## config.mk

```make
export PLATFORM = sky130hd
export DESIGN_NAME = vec_irq_ack
export DESIGN_NICKNAME = d
export VERILOG_FILES = /design/src/rtl/via_pkg.sv /design/src/rtl/via_sync.sv /design/src/rtl/via_edge_latch.sv /design/src/rtl/via_enable.sv /design/src/rtl/via_seq.sv /design/src/rtl/vec_irq_ack.sv
export SDC_FILE = /design/constraint.sdc
export NUM_CORES = 1
export LEC_CHECK = 0
export BUFFER_PORTS_ARGS = -buffer_cell sky130_fd_sc_hd__buf_2
export CAP_MARGIN = 0
export CORE_MARGIN = 5
export CORE_UTILIZATION = 56
export DETAILED_ROUTE_END_ITERATION = 6
export PLACE_DENSITY = 0.83
export SLEW_MARGIN = 10
export SYNTH_ARGS = -nofsm -noshare
export SYNTH_HDL_FRONTEND = slang
export SYNTH_SLANG_ARGS = --single-unit
```

## constraint.sdc

```tcl
create_clock -name clk -period 3.4 [get_ports clk]
set_clock_uncertainty 0.2 [all_clocks]
set_input_delay 0.51 -clock clk [delete_from_list [all_inputs] [get_ports clk]]
set_output_delay 0.51 -clock clk [all_outputs]
set_load 0.03 [all_outputs]
```

## src/rtl/via_pkg.sv

```systemverilog
package via_pkg;
  typedef enum logic [1:0] {
    ST_IDLE = 2'd0,
    ST_ACK  = 2'd1,
    ST_RLO  = 2'd2,
    ST_RHI  = 2'd3
  } via_state_t;
endpackage

```

## src/rtl/via_sync.sv

```systemverilog
module via_sync #(
  parameter int W = 2,
  parameter int STAGES = 2,
  parameter logic [W-1:0] RST_VAL = '1
) (
  input  logic         clk,
  input  logic         rst,
  input  logic [W-1:0] d,
  output logic [W-1:0] q
);
  logic [W-1:0] stg [STAGES];

  always_ff @(posedge clk) begin
    if (rst) stg[0] <= RST_VAL;
    else     stg[0] <= d;
  end

  for (genvar i = 1; i < STAGES; i++) begin : g_stage
    always_ff @(posedge clk) begin
      if (rst) stg[i] <= RST_VAL;
      else     stg[i] <= stg[i-1];
    end
  end

  assign q = stg[STAGES-1];
endmodule

```

## src/rtl/via_edge_latch.sv

```systemverilog
module via_edge_latch (
  input  logic clk,
  input  logic rst,
  input  logic lvl_n,
  input  logic take,
  output logic pend
);
  logic prev_q;
  logic pend_q;
  logic fall;

  assign fall = prev_q & ~lvl_n;
  assign pend = pend_q | fall;

  always_ff @(posedge clk) begin
    if (rst) begin
      prev_q <= 1'b1;
      pend_q <= 1'b0;
    end else begin
      prev_q <= lvl_n;
      pend_q <= pend & ~take;
    end
  end
endmodule

```

## src/rtl/via_enable.sv

```systemverilog
module via_enable (
  input  logic clk,
  input  logic rst,
  input  logic set_i,
  input  logic clr_i,
  input  logic accept_i,
  output logic flag_o
);
  always_ff @(posedge clk) begin
    if (rst)           flag_o <= 1'b0;
    else if (accept_i) flag_o <= 1'b0;
    else if (clr_i)    flag_o <= 1'b0;
    else if (set_i)    flag_o <= 1'b1;
  end
endmodule

```

## src/rtl/via_seq.sv

```systemverilog
module via_seq
  import via_pkg::*;
#(
  parameter int DW = 8,
  parameter int ACK_CYC = 2,
  parameter logic [2*DW-1:0] NMI_ADDR = 16'h0040
) (
  input  logic            clk,
  input  logic            rst,
  input  logic            mreq_act,
  input  logic            ie,
  input  logic            nmi_pend,
  input  logic [DW-1:0]   page,
  input  logic [DW-1:0]   din,
  input  logic            mem_rdy,
  output logic            accept,
  output logic            nmi_take,
  output logic            ack_fetch,
  output logic            ack_io,
  output logic            mem_rd,
  output logic [2*DW-1:0] mem_addr,
  output logic [2*DW-1:0] tgt,
  output logic            tgt_vld
);
  localparam int AW = 2 * DW;
  localparam int CW = $clog2(ACK_CYC + 1);
  localparam logic [CW-1:0] CNT_LAST = CW'(ACK_CYC - 1);

  via_state_t    st;
  logic [CW-1:0] cnt;
  logic [DW-1:0] lo_q;

  assign nmi_take = (st == ST_IDLE) && nmi_pend;
  assign accept   = (st == ST_IDLE) && !nmi_pend && mreq_act && ie;

  always_ff @(posedge clk) begin
    if (rst) begin
      st        <= ST_IDLE;
      cnt       <= '0;
      lo_q      <= '0;
      ack_fetch <= 1'b0;
      ack_io    <= 1'b0;
      mem_rd    <= 1'b0;
      mem_addr  <= '0;
      tgt       <= '0;
      tgt_vld   <= 1'b0;
    end else begin
      tgt_vld <= 1'b0;
      case (st)
        ST_IDLE: begin
          if (nmi_take) begin
            tgt     <= NMI_ADDR;
            tgt_vld <= 1'b1;
          end else if (accept) begin
            st        <= ST_ACK;
            cnt       <= '0;
            ack_fetch <= 1'b1;
            ack_io    <= 1'b1;
          end
        end
        ST_ACK: begin
          if (cnt == CNT_LAST) begin
            ack_fetch <= 1'b0;
            ack_io    <= 1'b0;
            mem_rd    <= 1'b1;
            mem_addr  <= {page, din};
            st        <= ST_RLO;
          end else begin
            cnt <= cnt + 1'b1;
          end
        end
        ST_RLO: begin
          if (mem_rdy) begin
            lo_q     <= din;
            mem_addr <= mem_addr + AW'(1);
            st       <= ST_RHI;
          end
        end
        ST_RHI: begin
          if (mem_rdy) begin
            mem_rd  <= 1'b0;
            tgt     <= {din, lo_q};
            tgt_vld <= 1'b1;
            st      <= ST_IDLE;
          end
        end
        default: st <= ST_IDLE;
      endcase
    end
  end
endmodule

```

## src/rtl/vec_irq_ack.sv

```systemverilog
module vec_irq_ack #(
  parameter int DW = 8,
  parameter int SYNC_STAGES = 2,
  parameter int ACK_CYC = 2,
  parameter logic [2*DW-1:0] NMI_ADDR = 16'h0040
) (
  input  logic            clk,
  input  logic            rst,
  input  logic            maskreq_n,
  input  logic            urgreq_n,
  input  logic            ie_set,
  input  logic            ie_clr,
  output logic            ie_flag,
  input  logic [DW-1:0]   page_byte,
  input  logic [DW-1:0]   data_in,
  output logic            ack_fetch,
  output logic            ack_io,
  output logic            mem_rd,
  input  logic            mem_rdy,
  output logic [2*DW-1:0] mem_addr,
  output logic [2*DW-1:0] tgt_addr,
  output logic            tgt_vld
);
  logic [1:0] req_s;
  logic       nmi_pend;
  logic       nmi_take;
  logic       accept;

  via_sync #(.W(2), .STAGES(SYNC_STAGES), .RST_VAL(2'b11)) u_sync (
    .clk (clk),
    .rst (rst),
    .d   ({urgreq_n, maskreq_n}),
    .q   (req_s)
  );

  via_edge_latch u_nmi (
    .clk   (clk),
    .rst   (rst),
    .lvl_n (req_s[1]),
    .take  (nmi_take),
    .pend  (nmi_pend)
  );

  via_enable u_ie (
    .clk      (clk),
    .rst      (rst),
    .set_i    (ie_set),
    .clr_i    (ie_clr),
    .accept_i (accept),
    .flag_o   (ie_flag)
  );

  via_seq #(.DW(DW), .ACK_CYC(ACK_CYC), .NMI_ADDR(NMI_ADDR)) u_seq (
    .clk       (clk),
    .rst       (rst),
    .mreq_act  (~req_s[0]),
    .ie        (ie_flag),
    .nmi_pend  (nmi_pend),
    .page      (page_byte),
    .din       (data_in),
    .mem_rdy   (mem_rdy),
    .accept    (accept),
    .nmi_take  (nmi_take),
    .ack_fetch (ack_fetch),
    .ack_io    (ack_io),
    .mem_rd    (mem_rd),
    .mem_addr  (mem_addr),
    .tgt       (tgt_addr),
    .tgt_vld   (tgt_vld)
  );
endmodule

```

Yosys cells after proc, flatten, opt, wreduce, memory -nomap -nowiden
Memories as Yosys holds them, arrays and structs flattened. Index checks and enable logic that the tools add are counted.

Flip-flop bits (word level): 50. Latch bits: 0. Bits in writable memories: 4. Bits in read-only memories: 0. Bits of input ports: 23. Output and inout bits: 37. Logic and storage cells: 82. Memories kept: 1.

$add $sub $neg: 2. Multipliers: 0. Div/mod/pow operators: 0. Order comparisons: 0. Eq/ne operators: 11. Shift operators: 0. Mux-type cells: 31. Bitwise operators: 8. Reductions and logical operators: 18.

Memories: u_sync.stg (words 2, bits a word 2, read ports 2, clocked after memory_dff 0, wr ports 2, RTL line via_sync.sv:11) `logic [W-1:0] stg [STAGES];`.

Operators with widths (number): two-way mux 16 bit (4); one-hot mux 16 bit (2 select lines) (2); two-way mux 2 bit (10); adder 16 x 1 -> 16 bit, second input constant (1); inequality test 2 bit, second input constant (6); two-way mux 1 bit (10); AND reduction 3 bit (3); one-hot mux 2 bit (4 select lines) (1); AND reduction 4 bit (2); nonzero test 2 bit (4); one-hot mux 1 bit (2 select lines) (3); AND reduction 5 bit (1); == test 2 x 1 -> 1 bit, second input constant (2); == test 2 bit, second input constant (2); logical AND 1 bit (4); one-hot mux 2 bit (2 select lines) (1); NOT 1 bit (3); OR 1 bit (3); OR reduction 3 bit (1); adder 2 x 1 -> 2 bit, second input constant (1); bitwise AND 1 bit (2); logical NOT 2 bit (1); inequality test 2 x 1 -> 1 bit, second input constant (1); AND reduction 2 bit (1); logical NOT 1 bit (1).

Longest topological paths before layout
Word-level depth: 10. Mapped depth: 9. Depth with buffers taken out: 6.

By module
A second synthesis with hierarchy kept.

Cells, all modules: 313. Area total of the unflattened synthesis: 2583.7 sq um.

Modules (own cells, without submodules): via_seq (instances 1, cells an instance 294, area an instance 2368.5 sq um); via_sync (instances 1, cells an instance 8, area an instance 105.1 sq um); via_edge_latch (instances 1, cells an instance 7, area an instance 70.1 sq um); via_enable (instances 1, cells an instance 3, area an instance 36.3 sq um); vec_irq_ack (instances 1, cells an instance 1, area an instance 3.8 sq um).

Worst setup path before layout
Ideal clock, no wire load.

Path type: register to register. From: register u_seq.st[1]. To: register u_seq.mem_addr[11]. Library setup time: 79 ps. Data arrival time: 1830 ps. Slack: 1291 ps. Cell stages (with the launch flop): 8. Buffers on the path: 1. Clock period less this slack: 2109 ps. Path through: dfxtp_1 -> inv_1 -> ha_1 -> nor2b_1 -> buf_6 -> or3_4 -> or4_1 -> o211ai_1.

Cells in the longest elaborated chain, start to end: 3. Elaborated cells between the ends (all ways): 7. Those cells by class: 4 x eq/ne; 1 x mux; 2 x reduce/logical.

RTL lines: start: declaration (RTL line via_seq.sv:29) `via_state_t st;`; start signal: assignment (RTL line via_seq.sv:38) `st <= ST_IDLE;`; start signal: assignment (RTL line via_seq.sv:55) `st <= ST_ACK;`; start signal: assignment (RTL line via_seq.sv:67) `st <= ST_RLO;`; == test 2 bit or == test 2 x 1 -> 1 bit (tied branches) (RTL line via_seq.sv:49) `case (st)`; inequality test 2 bit (no line), or another cell as far along; AND reduction 3 bit (no line); end signal: assignment (RTL line via_seq.sv:66) `mem_addr <= {page, din};`; end signal: assignment (RTL line via_seq.sv:75) `mem_addr <= mem_addr + AW'(1);`; end: declaration (RTL line via_seq.sv:21) `output logic [2*DW-1:0] mem_addr,`.

Parallel ways exist; a longest one is shown, timed or not. A chain may end at the register's enable or synchronous reset.

Worst setup path after layout
From: register u_seq.st[0]. To: register u_seq.mem_addr[11].

The elaborated chain is that of the path after synthesis.

==> results.sh <==
export IMPL_crit_family="simple AND/OR/NAND/NOR gates"
export IMPL_rows=24
export IMPL_synthAdderAreaFrac=0.0294
export IMPL_synth_compound_area_frac=0.213
export IMPL_cts_buffer_depth=2
export IMPL_status="finished, final reports clean"
export IMPL_grt_util_all_layers=0.202
export IMPL_yosys_warnings=0
export IMPL_die_x_um=77.5
export IMPL_port_buffers=59
export IMPL_max_stage_delay_ns=0.48
export IMPL_synth_top_cells_by_area="dfxtp_1, a21oi_1, nand2_1"
export IMPL_async_flop_share=0
export IMPL_netlist_area_um2=2550
export IMPL_placed_cell_area_um2=2840
export IMPL_path_class="reg -> reg"
export IMPL_overflow=0
export IMPL_synth_cells=311
export IMPL_yosysTopAreaCell="dfxtp_1"
export IMPL_power_density_nw_per_um2=481
export IMPL_synth_edff_count=0
export IMPL_clock_latency_ns=0.31
export IMPL_grt_max_degree=55
export IMPL_worst_ep_required_time_ns=3.43
export IMPL_start_kind="register"
export IMPL_fmax_mhz=410
export IMPL_muxShareOfSynthArea=0.0201
export IMPL_vias=2421
export IMPL_core_area_um2=4380
export IMPL_cts_made_buffers=5
export IMPL_fin_crit_sh=0.717
export IMPL_synth_seq_cells=54
export IMPL_wire_per_inst_um=14.8
export IMPL_hold_buffers=0
export IMPL_pre_cts_ws_ns=0.996
export IMPL_die_height_um=77.5
export IMPL_die_area_um2=6010
export IMPL_initial_core_util=0.582
export IMPL_finalHoldViolCount=0
export IMPL_arrival_ns=2.47
export IMPL_fin_ws_ns=0.964
export IMPL_post_cts_setup_buffers=0
export IMPL_min_from="urgreq_n"
export IMPL_ys_seq_area_frac=0.423
export IMPL_synth_xor_xnor_area_share=0.00343
export IMPL_synthFlopType="dfxtp_1"
export IMPL_antenna_found_initial=0
export IMPL_areaGrowthSynthToFinish_pct=14.6
export IMPL_cts_sinks=54
export IMPL_grt_pass1_wl_mm=10.3
export IMPL_drt_pass1_iterations=4
export IMPL_drtIter0Drc=175
export IMPL_cts_resized_gates=0
export IMPL_crit_fanout=12
export IMPL_insertedDiodeCount=0
export IMPL_cpMaxStageDelayCell="or4_1"
export IMPL_drt_total_wl_mm=6.06
export IMPL_gp_congestion=0.804
export IMPL_min_period_ns=2.44
export IMPL_drive_gt1_frac=0.235
export IMPL_drv_cap=0
export IMPL_crit_buf_inv=1
export IMPL_peakVddDrop_v=0.000302
export IMPL_reg2reg_from="u_seq.st[0]"
export IMPL_synthSimpleGateAreaFrac=0.259
export IMPL_setup_violations=0
export IMPL_routed_via_density=5.90
export IMPL_synth_top_area_frac=0.423
export IMPL_grt_pass1_vias=2233
export IMPL_worst_pin_slew_ns=0.963
export IMPL_finalMaxSlewViolations=0
export IMPL_cp_cell_sequence="inv_1, ha_1, nand2_1, or3_4, or4_1, o211ai_1"
export IMPL_cts_tree="yes"
export IMPL_dp_hpwl_mm=4.25
export IMPL_rsz0062_at_grt="false"
export IMPL_final_area_um2=2930
export IMPL_max_slew_margin=0.358
export IMPL_synth_top_family_by_area="simple AND/OR/NAND/NOR gates"
export IMPL_cts_htree_levels=2
export IMPL_yosysUniqueCellTypes=51
export IMPL_p_leak_nw=1.16
export IMPL_clk_pin_slew_ns=0.10
export IMPL_nets=386
export IMPL_fill_cells=392
export IMPL_postRouteAntennaNets=0
export IMPL_cp_startpoint="u_seq.st[0]"
export IMPL_cp_end_kind="register"
export IMPL_hp_class="in -> reg"
export IMPL_ios=60
export IMPL_drc=0
export IMPL_final_setup_tns_ns=0
export IMPL_syn_nets=340
export IMPL_avgSynthCellArea_um2=8.21
export IMPL_root_buffer="clkbuf_8"
## power by group
part | internal [mW] | total, mW | switching [mW] | leakage, nW
combinational | 0.104 | 0.331 | 0.227 | 0.674
sequential | 0.672 | 0.712 | 0.0400 | 0.437
clock | 0.145 | 0.364 | 0.218 | 0.0441
## synthesized netlist by cell type, types with 2 or more instances
master and instances:
o211ai_1 11, buf_1 3, nor2_1 6, or2_2 6, mux2i_1 4, a21oi_1 38, nand2b_1 3, nor2b_1 7
nor4_1 2, a31o_2 2, nand3b_1 2, nand2_1 48, o221a_2 3, a211oi_1 4, o22ai_1 2, and3_1 4
or4_1 5, a22oi_1 4, clkbuf_1 16, nand3_1 22, nand4_1 5, and2_1 3, inv_1 9, dfxtp_1 54
nor3b_1 3, o31ai_1 2, ha_1 6, nor3_1 5, o21ai_0 10
## flip-flops by register name, summed over array words and instances, names as in the netlist, 2 cells and up
| name | cells |
|---|---|
| u_seq.mem_addr | 16 |
| u_seq.tgt | 16 |
| u_seq.lo_q | 8 |
| u_sync.stg | 4 |
| u_seq.cnt | 2 |
| u_seq.st | 2 |
## layer usage
layer | part of all wire | up-vias | GRT usage | wire length [um]
met2 | 0.46 | 79 | 0.319 | 2770
met3 | 0.069 | 6 | 0.0451 | 419
li1 | - | 1204 | - | -
met1 | 0.46 | 1132 | 0.276 | 2800
met5 | 0 | - | 0 | 0
met4 | 0.011 | 0 | 0.0601 | 67
## layout make-up
| class | instances | area, um^2 | share of cell area |
|---|---|---|---|
| tap | 52 | 65.1 | 0.0222 |
| timing repair buffer | 62 | 318 | 0.109 |
| inverter | 9 | 33.8 | 0.0115 |
| clock buffer | 5 | 68.8 | 0.0235 |
| sequential | 54 | 1080 | 0.369 |
| clock inverter | 3 | 21.3 | 0.00727 |
| multi-input combinational | 225 | 1340 | 0.457 |
## layout by cell type (no fill, tap or decap), types with 4 or more instances in the layout
master / instances
o21ai_0: 10
clkbuf_8: 5
nor3_1: 5
mux2i_1: 4
dfxtp_1: 54
nand4_1: 5
nand3_1: 22
ha_1: 6
a22oi_1: 4
and3_1: 4
nand2_1: 48
a211oi_1: 4
nor2b_1: 7
or2_2: 6
inv_1: 9
a21oi_1: 38
o211ai_1: 11
buf_2: 59
or4_1: 5
nor2_1: 6
## through the flow
stage                     power [mW]  cells  hold WS [ns]   util
after global routing            1.48    410         0.177  0.668
final                           1.41    410         0.177  0.668
after detailed placement        1.06    402         0.203  0.647
after global placement          1.05    402         0.193  0.647
after CTS                       1.41    410         0.172  0.668
after floorplan                0.970    311         0.189      -
## path summary, 6_finish.rpt
path	to	slack (ns)	cells past startpoint
worst max-delay path	u_seq.mem_addr[11]	0.96	6
worst min-delay path	u_sync.stg[0][1]	0.18	2
worst max register to register	u_seq.mem_addr[11]	0.96	6
worst min register to register	u_sync.stg[1][0]	0.22	1
## cell families after synthesis
group | Yosys count
and+or+nand+nor | 128
DFF | 54
muxes | 5
buffers and inverters | 32
AOI/OAI and AO/OA | 85
adders and majority gates | 6
xor gates and xnor gates | 1
Note: power is estimated with default switching activity, not from simulation.
